### config.mk
export PLATFORM = sky130hd
export DESIGN_NAME = uwire_eeprom_ctl
export DESIGN_NICKNAME = d
export VERILOG_FILES = /design/src/rtl/uwire_eeprom_ctl.sv
export SDC_FILE = /design/constraint.sdc
export NUM_CORES = 1
export LEC_CHECK = 0
export BUFFER_PORTS_ARGS = -buffer_cell sky130_fd_sc_hd__buf_2
export CAP_MARGIN = 20
export CORE_ASPECT_RATIO = 1.4
export CORE_MARGIN = 8
export CORE_UTILIZATION = 38
export CTS_BUF_LIST = sky130_fd_sc_hd__clkbuf_16
export CTS_CLUSTER_SIZE = 24
export DETAILED_ROUTE_END_ITERATION = 7
export SLEW_MARGIN = 25
export SYNTH_ARGS = -nofsm -noshare
export SYNTH_HDL_FRONTEND = slang
export SYNTH_SLANG_ARGS = --single-unit
### constraint.sdc
create_clock -name clk -period 2.5 [get_ports clk]
set_input_delay 0.25 -clock clk [delete_from_list [all_inputs] [get_ports clk]]
set_output_delay 0.25 -clock clk [all_outputs]
set_load 0.03 [all_outputs]
### src/rtl/uwire_eeprom_ctl.sv
module uwire_eeprom_ctl #(
  parameter int DIV_W    = 8,
  parameter int MIN_HALF = 2,
  parameter int POLL_MAX = 10000,
  parameter int WORD_W   = 16
) (
  input  logic              clk,
  input  logic              rst_n,
  input  logic              start,
  input  logic [2:0]        op,
  input  logic [7:0]        addr,
  input  logic [WORD_W-1:0] wdata,
  input  logic [DIV_W-1:0]  div,
  output logic              busy,
  output logic              done,
  output logic [WORD_W-1:0] rdata,
  output logic              timeout,
  output logic              addr8,
  output logic              ee_cs,
  output logic              ee_sk,
  output logic              ee_di,
  input  logic              ee_do
);

  localparam int FRAME_W = 3 + 8 + WORD_W;
  localparam int BIT_W   = $clog2(FRAME_W + 1);
  localparam int POLL_W  = $clog2(POLL_MAX + 1);
  localparam int CAP_W   = FRAME_W - 8;

  typedef enum logic [2:0] {ST_IDLE, ST_LOW, ST_HIGH, ST_GAP, ST_POLL, ST_DONE} st_t;
  typedef enum logic [2:0] {K_RD, K_WR, K_WEN, K_WDS, K_PRB} kind_t;

  st_t                st;
  kind_t              kind;
  logic               is_wr, polled, tick;
  logic [DIV_W-1:0]   tmr, half;
  logic [BIT_W-1:0]   nbit, len;
  logic [POLL_W-1:0]  npoll;
  logic [FRAME_W-1:0] tx;
  logic [CAP_W-2:0]   cap;
  logic [CAP_W-1:0]   cap_nx;
  logic [7:0]         a_q;
  logic [WORD_W-1:0]  d_q;

  function automatic logic [FRAME_W-1:0] mk_frame(input kind_t k, input logic w8,
                                                  input logic [7:0] a, input logic [WORD_W-1:0] d);
    logic [2:0] o;
    logic [7:0] f;
    logic [WORD_W-1:0] dd;
    o  = (k == K_WR) ? 3'b101 : (k == K_RD || k == K_PRB) ? 3'b110 : 3'b100;
    f  = (k == K_PRB) ? 8'hFF : (k == K_WEN) ? (w8 ? 8'hC0 : 8'h30) :
         (k == K_WDS) ? 8'h00 : a;
    dd = (k == K_WR) ? d : '0;
    if (w8 || k == K_PRB) return {o, f, dd};
    return {o, f[5:0], dd, 2'b00};
  endfunction

  function automatic logic [BIT_W-1:0] mk_len(input kind_t k, input logic w8);
    int n;
    n = 3 + ((w8 || k == K_PRB) ? 8 : 6);
    if (k != K_WEN && k != K_WDS) n = n + WORD_W;
    return BIT_W'(n);
  endfunction

  function automatic kind_t first_kind(input logic [2:0] o);
    if (o[2]) return K_PRB;
    case (o[1:0])
      2'd0:    return K_RD;
      2'd3:    return K_WDS;
      default: return K_WEN;
    endcase
  endfunction

  assign half   = (div < DIV_W'(MIN_HALF)) ? DIV_W'(MIN_HALF) : div;
  assign tick   = (tmr == half - 1'b1);
  assign cap_nx = {cap, ee_do};

  assign busy  = (st != ST_IDLE);
  assign done  = (st == ST_DONE);
  assign ee_cs = (st == ST_LOW) || (st == ST_HIGH) || (st == ST_POLL);
  assign ee_sk = (st == ST_HIGH);
  assign ee_di = ((st == ST_LOW) || (st == ST_HIGH)) && tx[FRAME_W-1];

  always_ff @(posedge clk or negedge rst_n) begin
    if (!rst_n) begin
      st      <= ST_IDLE;
      kind    <= K_RD;
      is_wr   <= 1'b0;
      polled  <= 1'b0;
      tmr     <= '0;
      nbit    <= '0;
      len     <= '0;
      npoll   <= '0;
      tx      <= '0;
      cap     <= '0;
      a_q     <= '0;
      d_q     <= '0;
      rdata   <= '0;
      timeout <= 1'b0;
      addr8   <= 1'b0;
    end else begin
      if (st == ST_IDLE) tmr <= '0;
      else tmr <= tick ? '0 : tmr + 1'b1;
      case (st)
        ST_IDLE: if (start) begin
          a_q     <= addr;
          d_q     <= wdata;
          is_wr   <= (op == 3'd1);
          polled  <= 1'b0;
          timeout <= 1'b0;
          kind    <= first_kind(op);
          tx      <= mk_frame(first_kind(op), addr8, addr, wdata);
          len     <= mk_len(first_kind(op), addr8);
          nbit    <= '0;
          st      <= ST_LOW;
        end
        ST_LOW: if (tick) st <= ST_HIGH;
        ST_HIGH: if (tick) begin
          cap  <= cap_nx[CAP_W-2:0];
          tx   <= tx << 1;
          nbit <= nbit + 1'b1;
          if (nbit == len - 1'b1) begin
            st <= ST_GAP;
            if (kind == K_RD)  rdata <= cap_nx[WORD_W-1:0];
            if (kind == K_PRB) addr8 <= cap_nx[CAP_W-1];
          end else begin
            st <= ST_LOW;
          end
        end
        ST_GAP: if (tick) begin
          if (kind == K_WEN && is_wr) begin
            kind <= K_WR;
            tx   <= mk_frame(K_WR, addr8, a_q, d_q);
            len  <= mk_len(K_WR, addr8);
            nbit <= '0;
            st   <= ST_LOW;
          end else if (kind == K_WR && !polled) begin
            npoll <= '0;
            st    <= ST_POLL;
          end else if (kind == K_WR) begin
            kind <= K_WDS;
            tx   <= mk_frame(K_WDS, addr8, a_q, d_q);
            len  <= mk_len(K_WDS, addr8);
            nbit <= '0;
            st   <= ST_LOW;
          end else begin
            st <= ST_DONE;
          end
        end
        ST_POLL: if (tick) begin
          if (ee_do) begin
            polled <= 1'b1;
            st     <= ST_GAP;
          end else if (npoll == POLL_W'(POLL_MAX - 1)) begin
            timeout <= 1'b1;
            polled  <= 1'b1;
            st      <= ST_GAP;
          end else begin
            npoll <= npoll + 1'b1;
          end
        end
        ST_DONE: st <= ST_IDLE;
        default: st <= ST_IDLE;
      endcase
    end
  end

endmodule

Word level (Yosys, flattened, before mapping) --
Cells that the tools add are included.
Cells by class: $add $sub $neg 9, equality and inequality tests 32, muxes and demuxes 91, $lt $le $gt $ge 1, reductions and logical operators 28
Operators by type and width (number):
- two-way mux 27 bit | 12
- two-way mux 14 bit | 6
- case mux 27 bit (3 select lines) | 1
- two-way mux 5 bit | 12
- two-way mux 8 bit | 7
- two-way mux 3 bit | 18
- case mux 14 bit (2 select lines) | 1
- two-way mux 1 bit | 21
- two-way mux 16 bit | 1
- inequality test 2 bit (second input constant) | 8
- equality test 3 x 2 -> 1 bit (second input constant) | 5
- case mux 3 bit (5 select lines) | 1
- case mux 5 bit (3 select lines) | 1
- adder 14 x 1 -> 14 bit (second input constant) | 1
- equality test 14 bit (second input constant) | 1
- equality test 3 x 1 -> 1 bit (second input constant) | 4
- equality test 3 bit (second input constant) | 4
- AND reduction 4 bit | 3
- AND reduction 6 bit | 2
- adder 2 x 4 -> 5 bit (first input constant) | 2
- adder 5 bit (second input constant) | 2
- case mux 5 bit (2 select lines) | 1
- AND reduction 5 bit | 2
- logical NOT 3 bit | 3
- other kinds (24) | 42
Word-level totals: register bits 127, word-level logic and storage cells 176, bits of input ports 39

Longest topological paths before layout --
depth in word-level cells 14, gate-level depth with buffers 13

Least setup slack after synthesis --
Ideal clock, no wire load.
path kind in2reg, from input port div[2], to register rdata[10], cell stages on the path 12, arrival time 2.957 ns, setup time 0.125 ns, setup slack -0.581 ns, data required time 2.375 ns, path through buf_6 > nor4_1 > a21bo_2 > ha_1 > nand4bb_1 > a221oi_1 > o2111ai_1 > nor2_1 > nand3_4 > nor3_4 > buf_4 > mux2_2
Between the ends: cells in the longest elaborated chain, start to end 5
Ends and longest elaborated chain:
- from (decl) | RTL line 13 | input logic [DIV_W-1:0] div,
- < comparator 8 x 2 -> 1 bit | RTL line 74 | assign half = (div < DIV_W'(MIN_HALF)) ? DIV_W'(MIN_HALF) : div;
- two-way mux 8 bit * | RTL line 74
- subtractor 8 x 1 -> 8 bit * | RTL line 75 | assign tick = (tmr == half - 1'b1);
- equality test 8 bit * | RTL line 75
- AND reduction 4 bit (no line) *
- to (signal assigned) | RTL line 124 | if (kind == K_RD) rdata <= cap_nx[WORD_W-1:0];
- to (decl) | RTL line 16 | output logic [WORD_W-1:0] rdata,
Every way passes the cells marked *; elsewhere a longest branch is shown, timed or not. A chain may end at the register's enable or synchronous reset.

Final worst setup path --
from input port div[2], to register rdata[7]
The elaborated chain is that of the path after synthesis.

==> results.cfg <==
[yosys]
synthTopCellsByCount = dfrtp_1 (125), nand2_1 (104), nor2_1 (75)
synthFlopType = dfrtp_1
synth.avg_cell_area_um2 = 9.71
synth_area_leaders = dfrtp_1 (49%), mux2_2 (7.3%), nand2_1 (6.1%), nor2_1 (4.4%), a21oi_1 (4.2%)
synth_edf_count = 0
synth.most_common_cell = dfrtp_1
syn_nets = 701
netlist_area_um2 = 6360
synth.distinct_cells = 58
yosys.area.top_type_share = 0.492
ys_seq_elements = 125
seq_area_frac_synth = 0.492
ys_warn_count = 0
synthCells = 655
synth_top_cell_by_area = dfrtp_1
synth-async-reset-ratio = 1.00

[worst_setup_path]
startpoint = div[2]
startpoint_type = primary input
crit_slowest_cell = nor4_4
worst_r2r_path_depth = 9
cp_slowest_stage_delay_ps = 300
crit_chain = buf_8, nor4_4, buf_4, a21oi_4, ha_4, xnor2_2, a221oi_2, o2111ai_2, nor2_2, buf_6, nand3_4, nor3_4, clkbuf_16, mux2_4
crit_fanout = 8
path_class = primary input to flip-flop
ff2ff_setup_slack_ps = 10
r2r-end = rdata[7]
endpoint_kind = flip-flop
required_ps = 2790
critPathArrivalTime_ps = 2830
reg2reg_from = len[1]
crit_buf_inv = 4
crit_family = simple AND/OR/NAND/NOR gates

[worst_hold_path]
worstHoldStart = wdata[5]
hold-path-endpoint = d_q[5]
holdPathStages = 3
min_path_type = primary input to flip-flop

[power_and_ir_drop]
p_per_area_nw_per_um2 = 890
p_leak_nw = 3.75
peakVddDrop_uv = 430

[route]
drtIter0Drc = 259
ant_nets = 0
vias_per_cell = 5.34
dr_total_vias = 5200
routedWlPerCell_um = 16.5
first_pass_iters = 4
drc = 0
routed_wl_um = 16000

[job]
cap_violations = 0

[placement]
hpwl_um = 11500
io_buffers = 61
pre_cts_slack_ps = -486
routabilityCongestion = 0.936

[status]
outcome = complete, but fails checks
violations = negative setup slack

[global_route]
grt_pass1_wl_um = 26900
antenna_found_initial = 1
track_usage = 0.156
first_global_vias = 5494
grt_max_degree = 54
grt_overflow_total = 0

[finish]
final_nets = 803
fillerInstances = 1524
area.growth.synth_to_final_pct = 27.5
utilization = 0.488
drive_gt1_frac = 0.286

[floorplanning]
ios = 62
core-area_um2 = 16600
start_util = 0.383
die_h_um = 169
chipWidth_um = 125
die_area_um2 = 21200
rows = 56

[clock_network]
cts_tree = built
cts_max_level = 4
clk_pin_slew_ps = 60
root_buffer = clkbuf_16
numCtsBuffers = 17
cts_num_sinks = 125
clk_latency_ps = 410
cts.path.max_buffers = 2

[sta]
hold_viol_final = 0
setup_viol = 8
max_freq_ghz = 0.394
report.final.slew_viol_count = 0
setup_slack_ps = -37.5
fin_skew_ps = 7.00
finalCriticalPeriod_ps = 2540
relSlewSlack = 0.431
finalCritPeriodShare = 1.01
rsz0062_at_grt = yes
worst_pin_slew_ps = 854
==> where the power goes <==
| part | internal (mW) | switching (mW) | total (mW) |
|---|---|---|---|
| combinational | 0.740 | 0.921 | 1.66 |
| clock | 1.75 | 0.873 | 2.62 |
| sequential | 2.52 | 0.408 | 2.93 |
| total | 5.01 | 2.20 | 7.22 |
==> through the flow <==
stage | hold WS, ps | TNS [ps] | power [mW] | instance area (um2) | cells
floorplan | -45.6 | -4440 | 3.99 | 6520 | 655
global placement | 352 | -26940 | 4.50 | 7290 | 933
CTS | 8.54 | 0 | 7.24 | 7950 | 968
finish | 25.5 | -263 | 7.22 | 8110 | 974
global route | 22.5 | -1720 | 7.66 | 8110 | 974
detailed placement | 362 | -33440 | 4.58 | 7290 | 933
==> area by class of cell <==
cell class | instances | area, um2 | share of cell area
timing repair buffer | 119 | 833 | 0.103
multi-input combinational | 485 | 3230 | 0.398
tap | 203 | 254 | 0.0313
clock buffer | 17 | 425 | 0.0525
sequential | 125 | 3130 | 0.386
antenna | 1 | 2.50 | 0.000309
clock inverter | 15 | 203 | 0.0250
inverter | 9 | 33.8 | 0.00417
==> routing by layer <==
metal  track usage  up-vias  wire length (um)
met1         0.176     2541              6660
met2         0.278      122              8430
met5             0        -                 0
li1              -     2517                 -
met3        0.0375       20               681
met4        0.0638        0               261
==> worst register-to-register path: stages, from the launching register on <==
cell and delay [ps]:
dfrtp_1 390, inv_1 100, ha_1 250, xnor2_1 130, nor4_1 250, nand2_1 130
or3_4 370, nor3_4 240, clkbuf_16 230, mux2_4 300
==> what timing repair did <==
item                                    in CTS  in global routing
setup buffers                                2                  4
pin swaps                                    1                  8
hold endpoints to repair                    49                  0
gates resized for setup                      2                 24
hold buffers                                 1                  0
endpoints found under the setup margin      18                 46
cloned                                       0                  1
==> cells by family (layout without fill, tap and decap cells) <==
kind of cell / Yosys count / in the layout / synth area share
compound gates: 115 / 115 / 0.113
flops: 125 / 125 / 0.492
other cells: 0 / 1 / 0
fa+ha+maj: 7 / 7 / 0.0138
buf+inv: 45 / 160 / 0.0311
xor+xnor: 27 / 27 / 0.0372
mux: 67 / 67 / 0.114
simple gates: 269 / 269 / 0.199
==> flip-flops by register name, summed over array words and instances (netlist names), 5 cells and up <==
signal and cells:
d_q 16, cap 18, npoll 14, rdata 16, a_q 8, nbit 5, tx 27, tmr 8
==> worst max-delay path by stage <==
stage,endpoint,depth (start not counted)
6_report,rdata[7],14
5_1_grt,rdata[7],14
4_1_cts,npoll[3],12
3_5_place_dp,nbit[2],11
3_3_place_gp,rdata[5],12
2_1_floorplan,addr8,11
==> layout by cell type (no fill, tap or decap), types with 17 or more instances in the layout <==
cell	n
a21oi_1	53
buf_2	58
buf_4	52
clkbuf_16	18
dfrtp_1	125
mux2_2	25
mux2_4	17
mux2i_1	25
nand2_1	103
nand3_1	18
nor2_1	72
o21ai_0	19
No activity file was read; power rests on OpenSTA's default activity.
